==> src/rtl/rxchk_pkg.sv <==
package rxchk_pkg;

  typedef struct packed {
    logic clear;    // first byte of a new frame
    logic advance;  // byte is part of the current frame
    logic finish;   // closing byte of the frame
  } ctlStrobe_t;

  localparam logic [31:0] CRC_INIT    = 32'hFFFF_FFFF;
  localparam logic [31:0] CRC_POLY    = 32'hEDB8_8320;
  localparam logic [31:0] CRC_RESIDUE = 32'hDEBB_20E3;

  function automatic logic [31:0] crcStep(input logic [31:0] cur, input logic [7:0] data);
    logic [31:0] r;
    r = cur;
    for (int i = 0; i < 8; i++) begin
      if (r[0] ^ data[i]) r = (r >> 1) ^ CRC_POLY;
      else                r = r >> 1;
    end
    return r;
  endfunction

endpackage

==> src/rtl/rxchk_ctrl.sv <==
module rxchk_ctrl
  import rxchk_pkg::*;
(
  input  logic       clk,
  input  logic       rstN,
  input  logic       byteValid,
  input  logic       frameStart,
  input  logic       frameEnd,
  output ctlStrobe_t strobe,
  output logic       statusValid
);

  logic inFrame;

  always_comb begin
    strobe.clear   = byteValid & frameStart;
    strobe.advance = byteValid & (inFrame | frameStart);
    strobe.finish  = byteValid & (inFrame | frameStart) & frameEnd;
  end

  always_ff @(posedge clk) begin
    if (!rstN) begin
      inFrame     <= 1'b0;
      statusValid <= 1'b0;
    end else begin
      statusValid <= strobe.finish;
      if (strobe.finish)     inFrame <= 1'b0;
      else if (strobe.clear) inFrame <= 1'b1;
    end
  end

  AST_IDLE_NO_ADVANCE: assert property (@(posedge clk) disable iff (!rstN)
    (!inFrame && !frameStart) |-> !strobe.advance);

  AST_END_GIVES_PULSE: assert property (@(posedge clk) disable iff (!rstN)
    (byteValid && frameEnd && (inFrame || frameStart)) |=> (statusValid && !inFrame));

endmodule

==> src/rtl/rxchk_dp.sv <==
module rxchk_dp
  import rxchk_pkg::*;
#(
  parameter int MIN_LEN    = 64,
  parameter int STD_MAX    = 1518,
  parameter int VLAN_EXTRA = 4,
  parameter int BUF_CAP    = 1536,
  parameter int CNT_W      = $clog2(BUF_CAP + 2)
) (
  input  logic             clk,
  input  logic             rstN,
  input  ctlStrobe_t       strobe,
  input  logic [7:0]       byteData,
  input  logic             vlanAware,
  input  logic             passOversize,
  output logic [CNT_W-1:0] statusCount,
  output logic             crcErr,
  output logic             runt,
  output logic             oversize,
  output logic             drop
);

  localparam logic [CNT_W-1:0] SAT_CNT  = CNT_W'(BUF_CAP + 1);
  localparam logic [CNT_W-1:0] CAP_CNT  = CNT_W'(BUF_CAP);
  localparam logic [CNT_W-1:0] MIN_CNT  = CNT_W'(MIN_LEN);
  localparam logic [CNT_W-1:0] STD_CNT  = CNT_W'(STD_MAX);
  localparam logic [CNT_W-1:0] VLAN_CNT = CNT_W'(STD_MAX + VLAN_EXTRA);

  logic [CNT_W-1:0] runCnt, baseCnt, nextCnt, maxLen;
  logic [31:0]      runCrc, baseCrc, nextCrc;
  logic             isRunt, isOver, isCapped, isBad;

  always_comb begin
    baseCnt  = strobe.clear ? '0 : runCnt;
    baseCrc  = strobe.clear ? CRC_INIT : runCrc;
    nextCnt  = (baseCnt >= SAT_CNT) ? SAT_CNT : baseCnt + 1'b1;
    nextCrc  = crcStep(baseCrc, byteData);
    maxLen   = vlanAware ? VLAN_CNT : STD_CNT;
    isRunt   = nextCnt < MIN_CNT;
    isOver   = nextCnt > maxLen;
    isCapped = nextCnt > CAP_CNT;
    isBad    = nextCrc != CRC_RESIDUE;
  end

  always_ff @(posedge clk) begin
    if (!rstN) begin
      runCnt      <= '0;
      runCrc      <= CRC_INIT;
      statusCount <= '0;
      crcErr      <= 1'b0;
      runt        <= 1'b0;
      oversize    <= 1'b0;
      drop        <= 1'b0;
    end else begin
      if (strobe.advance) begin
        runCnt <= nextCnt;
        runCrc <= nextCrc;
      end
      if (strobe.finish) begin
        statusCount <= nextCnt;
        crcErr      <= isBad;
        runt        <= isRunt;
        oversize    <= isOver;
        drop        <= isBad | isRunt | isCapped | (isOver & ~passOversize);
      end
    end
  end

  AST_COUNT_BOUND: assert property (@(posedge clk) disable iff (!rstN)
    runCnt <= SAT_CNT);

  AST_HOLD_IDLE: assert property (@(posedge clk) disable iff (!rstN)
    !strobe.advance |=> $stable(runCnt) && $stable(runCrc));

endmodule

==> src/rtl/rx_frame_check.sv <==
module rx_frame_check
  import rxchk_pkg::*;
#(
  parameter int MIN_LEN    = 64,
  parameter int STD_MAX    = 1518,
  parameter int VLAN_EXTRA = 4,
  parameter int BUF_CAP    = 1536,
  parameter int CNT_W      = $clog2(BUF_CAP + 2)
) (
  input  logic             clk,
  input  logic             rstN,
  input  logic             byteValid,
  input  logic [7:0]       byteData,
  input  logic             frameStart,
  input  logic             frameEnd,
  input  logic             vlanAware,
  input  logic             passOversize,
  output logic             statusValid,
  output logic [CNT_W-1:0] statusCount,
  output logic             crcErr,
  output logic             runt,
  output logic             oversize,
  output logic             drop
);

  ctlStrobe_t strobe;

  rxchk_ctrl uCtrl (
    .clk         (clk),
    .rstN        (rstN),
    .byteValid   (byteValid),
    .frameStart  (frameStart),
    .frameEnd    (frameEnd),
    .strobe      (strobe),
    .statusValid (statusValid)
  );

  rxchk_dp #(
    .MIN_LEN    (MIN_LEN),
    .STD_MAX    (STD_MAX),
    .VLAN_EXTRA (VLAN_EXTRA),
    .BUF_CAP    (BUF_CAP),
    .CNT_W      (CNT_W)
  ) uDp (
    .clk          (clk),
    .rstN         (rstN),
    .strobe       (strobe),
    .byteData     (byteData),
    .vlanAware    (vlanAware),
    .passOversize (passOversize),
    .statusCount  (statusCount),
    .crcErr       (crcErr),
    .runt         (runt),
    .oversize     (oversize),
    .drop         (drop)
  );

  AST_RUNT_DROPS: assert property (@(posedge clk) disable iff (!rstN)
    (statusValid && runt) |-> drop);

  AST_RUNT_NOT_OVER: assert property (@(posedge clk) disable iff (!rstN)
    (statusValid && runt) |-> !oversize);

  AST_OVER_BLOCKED: assert property (@(posedge clk) disable iff (!rstN)
    (statusValid && oversize && !$past(passOversize)) |-> drop);

  AST_CAP_DROPS: assert property (@(posedge clk) disable iff (!rstN)
    (statusValid && statusCount > CNT_W'(BUF_CAP)) |-> drop);

  AST_CRC_DROPS: assert property (@(posedge clk) disable iff (!rstN)
    (statusValid && crcErr) |-> drop);

endmodule

==> config.mk <==
export PLATFORM = sky130hd
export DESIGN_NAME = rx_frame_check
export DESIGN_NICKNAME = d
export VERILOG_FILES = /design/src/rtl/rxchk_pkg.sv /design/src/rtl/rxchk_ctrl.sv /design/src/rtl/rxchk_dp.sv /design/src/rtl/rx_frame_check.sv
export SDC_FILE = /design/constraint.sdc
export NUM_CORES = 1
export LEC_CHECK = 0
export BUFFER_PORTS_ARGS = -buffer_cell sky130_fd_sc_hd__buf_4
export CAP_MARGIN = 20
export CORE_UTILIZATION = 55
export CTS_CLUSTER_DIAMETER = 150
export DETAILED_ROUTE_END_ITERATION = 8
export GPL_TIMING_DRIVEN = 1
export PLACE_DENSITY = 0.74
export SYNTH_ARGS = -nofsm -noshare
export SYNTH_HDL_FRONTEND = slang
export SYNTH_SLANG_ARGS = --single-unit
==> constraint.sdc <==
create_clock -name clk -period 9.5 [get_ports clk]
set_input_delay 0.95 -clock clk [delete_from_list [all_inputs] [get_ports clk]]
set_output_delay 0.95 -clock clk [all_outputs]
set_load 0.005 [all_outputs]
==> impl_metrics.ini, run 1 <==
[status]
outcome = finished clean

[timing]
worst_pin_slew_ns = 0.727
max_clock_freq_mhz = 223
fin_ws_ns = 5.01
setup_violations = 0
hold_ws_ns = 0.458
min_period_ns = 4.49
slew_headroom_pct = 51.5
drv_slew = 0
setup_tns_ns = 0
skew_ns = 0.00854
hold_viol_final = 0
rsz0062_at_grt = no
fin_crit_sh_pct = 47.3

[yosys]
synthArstFlopShare_pct = 0
synth_edf_count = 0
synth-main-ff-cell = dfxtp_1
yosys_warnings = 0
netlist-cell-type-count = 60
synth_seq_cells = 60
avgSynthCellArea_sq_um = 8.05
syn_area_sq_mm = 0.00435
synth-seq-area-share_pct = 27.6
synth_fp_nets = 561
syn_inst = 540

[global_routing]
antenna_found_initial = 0
gr-usage-all-layers_pct = 27.6
grt_overflow = 0
grt_pass1_wl_microns = 18100
grt_max_degree = 71
grt_pass1_vias = 3657

[pwr]
p_per_area_mw_per_mm2 = 190
p_leak_nw = 1.92
peakVddDrop_mv = 0.0934
total_power_mw = 0.898

[placement]
place_congestion = 0.918
dp_hpwl_microns = 7570
pre_cts_ws_ns = 4.77
placed_cell_area_sq_mm = 0.00453
portBuffers = 30

[route]
vias = 3779
dr.pass1.iters = 5
wl_per_cell_microns = 16.3
drt_iter0_drc = 203
vias_per_cell = 5.80
drcViolationCount = 0
wirelength_microns = 10600
ant_nets = 0

[clocking]
cts_max_path_buffers = 2
cts_resized = 0
clk_pin_slew_ns = 0.07
insertion_delay_ns = 0.34
cts_hold_buf = 0
htreeDepth = 3
root_buffer = clkbuf_8
cts_tree = built
cts.sink_count = 60
post_cts.repair.setup_buffers = 0
numCtsBuffers = 9

[critical_path]
end_kind = register
r2r_slack_ns = 6.04
slowest_delay_ns = 0.43
cpMaxStageDelayCell = nand2_1
critPathMaxFanout = 20
path_class = primary input to register
worst_ep_required_time_ns = 9.77
path_cells = buf_4 > nand2_1 > and2_1 > ha_1 > nor4_1 > a31oi_1 > nor2_1 > nand2_1 > o21ai_0 > ha_1 > nand3_1 > a211oi_1 > mux2i_1 > nand4_1 > a21o_1 > o221a_2 > a21oi_1
crit_path_start_kind = primary input
arrival_ns = 4.76

[final_layout]
drive_gt1_share_pct = 12.9
layout_commonest_cell = nand2_1
finalNetCount = 565
final_cell_area_sq_mm = 0.00473
area_growth_syn_to_layout_pct = 8.90
final_cell_mix = 76 x nand2_1, 67 x nor2_1, 65 x xnor2_1
antenna_cells = 0

[floorplanning]
fp.dieW_microns = 90.9
die_height_microns = 90.9
io_pins = 31
rows = 32
coreArea_sq_mm = 0.00769
initial_core_util_pct = 56.5
dieArea_sq_mm = 0.00826

[run]
cap_violations = 0

[hold_path]
hp-class = register to register
==> metrics by stage <==
step                      util, %  cells
after global placement       58.9    635
after CTS                    61.6    651
final                        61.6    651
after detailed placement     58.9    635
after floorplan                 -    540
after global routing         61.6    651
==> critical path: cells and delay by family <==
family                   cells  cell delay, ns
adder cells (fa/ha/maj)      2            0.38
multiplexers                 1            0.25
buffers and inverters        1            0.15
AO/OA/AOI/OAI                6            1.41
AND/OR/NAND/NOR              7            1.60
==> synth_stat cells, types with 2 or more instances <==
cell type,n,area [sq um]
xnor2_2,3,48.8
nor3_1,14,70.1
buf_6,3,33.8
and4b_1,2,20.0
nor4_1,7,43.8
a2111oi_0,2,17.5
a211oi_1,6,45.0
xor2_2,2,32.5
a31oi_1,4,25.0
buf_4,3,22.5
o21ai_0,14,70.1
inv_1,8,30.0
xnor3_1,9,203
and2_1,4,25.0
ha_1,6,75.1
o211ai_1,26,195
o22ai_1,4,25.0
and3_1,3,18.8
mux2_2,2,22.5
a21oi_1,34,170
or2_2,2,12.5
buf_1,2,7.51
mux2i_1,11,110
xnor2_1,65,569
nand2_1,76,285
buf_2,8,40.0
nand3_1,16,80.1
clkbuf_1,21,78.8
nand3b_1,3,22.5
dfxtp_1,60,1200
nand4_1,5,31.3
nor2_1,67,251
or4_1,2,15.0
xor2_1,19,166
a21o_1,2,15.0
==> final timing paths <==
kind,start,cells past startpoint,end
max,byteValid,17,uDp.drop
min,uDp.statusCount[5],2,uDp.statusCount[5]
max reg2reg,uDp.runCnt[0],15,uDp.drop
min reg2reg,uDp.statusCount[5],2,uDp.statusCount[5]
==> power breakdown <==
| group | leakage, nW | internal (mW) | total, mW | switching (mW) |
|---|---|---|---|---|
| logic | 1.32 | 0.168 | 0.363 | 0.195 |
| registers | 0.493 | 0.272 | 0.296 | 0.0244 |
| clock network | 0.102 | 0.135 | 0.239 | 0.104 |
==> metal layers <==
layer  track usage [%]  wire (microns)  vias to the layer above
met4              7.94             211                        0
met5                 0               0                        -
li1                  -               -                     1863
met2              47.2            5090                      100
met3              5.64             477                       19
met1              34.9            4850                     1797
==> sequential cells by signal, summed over array words and instances, names as in the netlist <==
name               flops
uDp.statusCount       11
uDp.runCrc            32
uDp.runCnt            11
uDp.drop               1
uDp.runt               1
uDp.crcErr             1
uDp.oversize           1
uCtrl.statusValid      1
uCtrl.inFrame          1
==> layout make-up <==
cell class | instances | area, sq um
repair buffers | 31 | 233
clock buffers | 12 | 155
multi-input cells | 432 | 2930
flip-flops and latches | 60 | 1200
well taps | 102 | 128
fillers | 710 | 2960
inverters | 10 | 38.8
clock inverters | 4 | 47.5
==> kinds of logic after synthesis <==
family / Yosys count / synth area share (%)
compound gates: 101 / 14.8
mux: 13 / 3.05
fa+ha+maj: 6 / 1.73
simple gates: 212 / 22.9
flops: 60 / 27.6
buf+inv: 48 / 5.21
xor+xnor: 100 / 24.6
Note: power is estimated with default switching activity, not from simulation.
==> run 2, diff against run 1 <==
Settings changed: PLACE_DENSITY 0.74 to 0.77.
Clock period 9.5 ns to 3.95 ns, I/O delays scaled along.
==> impl_metrics.ini, run 2 (synthesis gave the netlist of run 1 again) <==
[floorplanning]
die_height_microns = 90.9
initial_core_util_pct = 56.5
coreArea_sq_mm = 0.00769
dieArea_sq_mm = 0.00826
rows = 32
io_pins = 31
fp.dieW_microns = 90.9

[timing]
drv_slew = 0
hold_viol_final = 0
hold_ws_ns = 0.394
max_clock_freq_mhz = 301
setup_tns_ns = 0
skew_ns = 0.0150
min_period_ns = 3.32
slew_headroom_pct = 53.1
fin_crit_sh_pct = 84.1
rsz0062_at_grt = no
worst_pin_slew_ns = 0.704
setup_violations = 0

[pwr]
p_switching_mw = 0.833
swShare_pct = 37.0
peakVddDrop_mv = 0.255
p_leak_nw = 1.94
intPower_mw = 1.42
p_seq_share_pct = 31.6
pwr-share-clk_pct = 28.9
pwr-share-comb_pct = 39.5
p_per_area_mw_per_mm2 = 472

[clocking]
cts_hold_buf = 0
clk_pin_slew_ns = 0.08
htreeDepth = 3
cts_resized = 0
root_buffer = clkbuf_8
insertion_delay_ns = 0.36
cts.sink_count = 60
numCtsBuffers = 9
cts_max_path_buffers = 2
cts_tree = built
post_cts.repair.setup_buffers = 0

[critical_path]
worstSetupEndpoint = uDp.drop
r2r_slack_ns = 0.65
cp_top_family = compound AO/OA/AOI/OAI gates
end_kind = register
path_cells = buf_4 > nand2_1 > and2_1 > ha_1 > nor4_1 > a31oi_1 > nor2_1 > nand2_1 > o21ai_0 > ha_1 > nand3_1 > a211oi_1 > mux2i_1 > nand4_1 > a21o_1 > o221a_2 > a21oi_1
slowest_delay_ns = 0.28
worst_ep_required_time_ns = 4.24
crit_path_start_kind = primary input
cpMaxStageDelayCell = o21ai_0
r2r_end = uDp.drop
arrival_ns = 3.61
path_buf_inv = 1
critPathMaxFanout = 10
reg2regPathDepth = 16
cp_num_cells = 17
path_class = primary input to register
startpoint = frameStart
worstReg2RegStart = uDp.runCnt[0]

[placement]
dp.cells = 638
placed_cell_area_sq_mm = 0.00455
dp_hpwl_microns = 7760
place_congestion = 0.897
portBuffers = 30

[final_layout]
finalNetCount = 568
top_register = uDp.runCrc
area_growth_syn_to_layout_pct = 9.88
antenna_cells = 0
layoutNonFillerInstCount = 654
largest_reg_flops = 32
drive_gt1_share_pct = 13.6
reg.largest.list = uDp.runCrc x32, uDp.runCnt x11, uDp.statusCount x11
final_cell_area_sq_mm = 0.00477
final_cell_mix = 76 x nand2_1, 67 x nor2_1, 65 x xnor2_1
layout_commonest_cell = nand2_1

[global_routing]
grt_pass1_wl_microns = 18500
antenna_found_initial = 0
grt_pass1_vias = 3758
grt_max_degree = 71
grt_overflow = 0
gr-usage-all-layers_pct = 28.4

[route]
wirelength_microns = 11100
wl_per_cell_microns = 16.9
drcViolationCount = 0
ant_nets = 0
vias = 3826
dr.pass1.iters = 7
drt_iter0_drc = 262
vias_per_cell = 5.85

[hold_path]
hp-class = primary input to register

[run]
cap_violations = 0

[status]
outcome = finished clean
==> run 2: changes by cell type in the layout (fill, tap and decap cells not counted), sizes merged <==
cell | before | now
clkbuf | 12 | 9
bufinv | 1 | 2
buf | 31 | 34
inv | 9 | 11
==> run 2: through the flow <==
stage	util (%)	setup WS, ns	total power, mW
after global routing	62.1	0.338	2.36
after floorplan	-	0.259	1.42
after CTS	62.1	0.630	2.25
after detailed placement	59.2	0.280	1.60
final	62.1	0.628	2.25
after global placement	59.2	0.446	1.58
==> run 2: cell type report <==
type	instances	area (sq um)
Clock buffer	9	124
Clock inverter	7	98.8
Fill cell	703	2910
Inverter	10	38.8
Multi-Input combinational cell	432	2930
Sequential cell	60	1200
Tap cell	102	128
Timing Repair Buffer	34	255
==> run 2: worst min-delay path by stage <==
stage	slack [ns]	cells after the start	to	startpoint
final	0.39	3	uDp.drop	passOversize
after floorplan	0.45	2	uDp.statusCount[5]	uDp.statusCount[5]
after global placement	0.45	2	uDp.statusCount[8]	uDp.statusCount[8]
after detailed placement	0.45	2	uDp.statusCount[6]	uDp.statusCount[6]
after global routing	0.41	3	uDp.drop	passOversize
after CTS	0.40	3	uDp.drop	passOversize
==> run 2: power by group through the flow <==
| stage | Combinational [mW] | Sequential, mW | Clock [mW] |
|---|---|---|---|
| 6_report | 0.891 | 0.711 | 0.651 |
| 5_1_grt | 0.966 | 0.718 | 0.676 |
| 4_1_cts | 0.883 | 0.710 | 0.656 |
| 3_5_place_dp | 0.872 | 0.724 | 0 |
| 3_3_place_gp | 0.856 | 0.721 | 0 |
| 2_1_floorplan | 0.721 | 0.696 | 0 |
==> run 2: worst min-delay path: stages <==
cell     delay (ns)
buf_4          0.08
o221a_2        0.17
a21oi_1        0.06
==> run 2: routing by layer <==
layer | GRT usage [%] | vias to the layer above | wire length, microns
li1 | - | 1870 | -
met1 | 36.3 | 1793 | 4840
met2 | 46.7 | 125 | 5210
met3 | 4.55 | 38 | 613
met4 | 13.9 | 0 | 386
met5 | 0 | - | 0
==> run 3, diff against run 2 <==
Clock period 3.95 ns to 2.9 ns, I/O delays scaled along.
==> impl_metrics.ini, run 3 (synthesis gave the netlist of run 1 again) <==
[critical_path]
crit_path_start_kind = register
r2r_end = uDp.drop
path_cells = and2_4 > ha_4 > nor4_4 > a31oi_4 > nor2_4 > nand2_2 > o21ai_2 > ha_1 > nand3_2 > a211oi_2 > mux2i_1 > nand4_1 > a21o_1 > o221a_2 > a21oi_2
cpMaxStageDelayCell = dfxtp_2
path_buf_inv = 0
slowest_delay_ns = 0.33
cp_top_family = compound AO/OA/AOI/OAI gates
r2r_slack_ns = 0.03
path_class = register to register
worst_ep_required_time_ns = 3.19
arrival_ns = 3.15
reg2regPathDepth = 15
critPathMaxFanout = 4
end_kind = register
worstReg2RegStart = uDp.runCnt[0]

[placement]
portBuffers = 30
dp_hpwl_microns = 8710
placed_cell_area_sq_mm = 0.00496
pre_cts_ws_ns = -0.152
place_congestion = 0.921
dp.cells = 682

[pwr]
peakVddDrop_mv = 0.403
p_leak_nw = 2.19
total_power_mw = 3.14
p_per_area_mw_per_mm2 = 601

[clocking]
htreeDepth = 3
numCtsBuffers = 9
cts_max_path_buffers = 2
cts_tree = built
cts.sink_count = 60
post_cts.repair.setup_buffers = 0
insertion_delay_ns = 0.35
root_buffer = clkbuf_8
clk_pin_slew_ns = 0.07
cts_hold_buf = 0

[global_routing]
antenna_found_initial = 0
gr-usage-all-layers_pct = 29.7
grt_overflow = 0
grt_pass1_wl_microns = 19300
grt_max_degree = 40
grt_pass1_vias = 3962

[route]
wirelength_microns = 11800
drcViolationCount = 0
drt_iter0_drc = 249
vias_per_cell = 5.79
ant_nets = 0
vias = 4041
wl_per_cell_microns = 16.9
dr.pass1.iters = 5

[final_layout]
reg.largest.list = uDp.runCrc x32, uDp.runCnt x11, uDp.statusCount x11
finalNetCount = 612
antenna_cells = 0
layout_commonest_cell = buf_4
largest_reg_flops = 32
drive_gt1_share_pct = 23.2
top_register = uDp.runCrc
final_util_pct = 68.0
final_cell_mix = 77 x buf_4, 73 x nand2_1, 65 x nor2_1
layoutNonFillerInstCount = 698
final_cell_area_sq_mm = 0.00523
area_growth_syn_to_layout_pct = 20.3

[floorplanning]
die_height_microns = 90.9
dieArea_sq_mm = 0.00826
io_pins = 31
fp.dieW_microns = 90.9
initial_core_util_pct = 56.5
coreArea_sq_mm = 0.00769
rows = 32

[hold_path]
hp-class = primary input to register
hold_start = passOversize
whs_endpoint = uDp.drop
hold_depth = 3

[timing]
setup_violations = 0
worst_pin_slew_ns = 0.668
fin_crit_sh_pct = 98.9
hold_viol_final = 0
fin_ws_ns = 0.0331
hold_ws_ns = 0.295
rsz0062_at_grt = yes
skew_ns = 0.00995
max_clock_freq_mhz = 349
drv_slew = 0
min_period_ns = 2.87
slew_headroom_pct = 55.4
setup_tns_ns = 0

[run]
cap_violations = 0

[status]
outcome = finished clean
run 3: cell type report:
cell class	count	area [sq um]
Multi-Input combinational cell	432	3050
Timing Repair Buffer	78	598
Inverter	10	38.8
Tap cell	102	128
Clock inverter	5	60.1
Clock buffer	11	151
Sequential cell	60	1200
Fill cell	663	2460
run 3: repair_timing:
item,CTS,global route
pin swaps,2,9
setup endpoints to repair,1,3
resized for setup,1,13
run 3: how the worst max path moves through the flow:
stage / startpoint / cells after the start / to
2_1_floorplan: byteValid / 19 / uDp.drop
5_1_grt: uDp.runCnt[0] / 15 / uDp.drop
3_3_place_gp: byteValid / 12 / uDp.drop
4_1_cts: uDp.runCnt[0] / 15 / uDp.drop
3_5_place_dp: byteValid / 17 / uDp.drop
6_report: uDp.runCnt[0] / 15 / uDp.drop
run 3: power breakdown:
part / internal, mW / switching, mW / leakage (nW)
clock: 0.445 / 0.353 / 0.106
combinational: 0.668 / 0.717 / 1.59
sequential: 0.891 / 0.0667 / 0.493
run 3: worst reg2reg max path: cells and delay by family (launching register included):
| kind | cells | cell delay, ns |
|---|---|---|
| adder cells (fa/ha/maj) | 2 | 0.33 |
| AO/OA/AOI/OAI | 6 | 1.08 |
| multiplexers | 1 | 0.25 |
| flip-flops | 1 | 0.33 |
| AND/OR/NAND/NOR | 6 | 0.82 |
run 3: per-layer routing:
metal,part of all wire [%],track usage (%),vias to the layer above
li1,-,-,1944
met1,42,34.9,1935
met3,5.2,5.56,25
met5,0,0,-
met2,50,53.7,137
met4,2.4,10.4,0
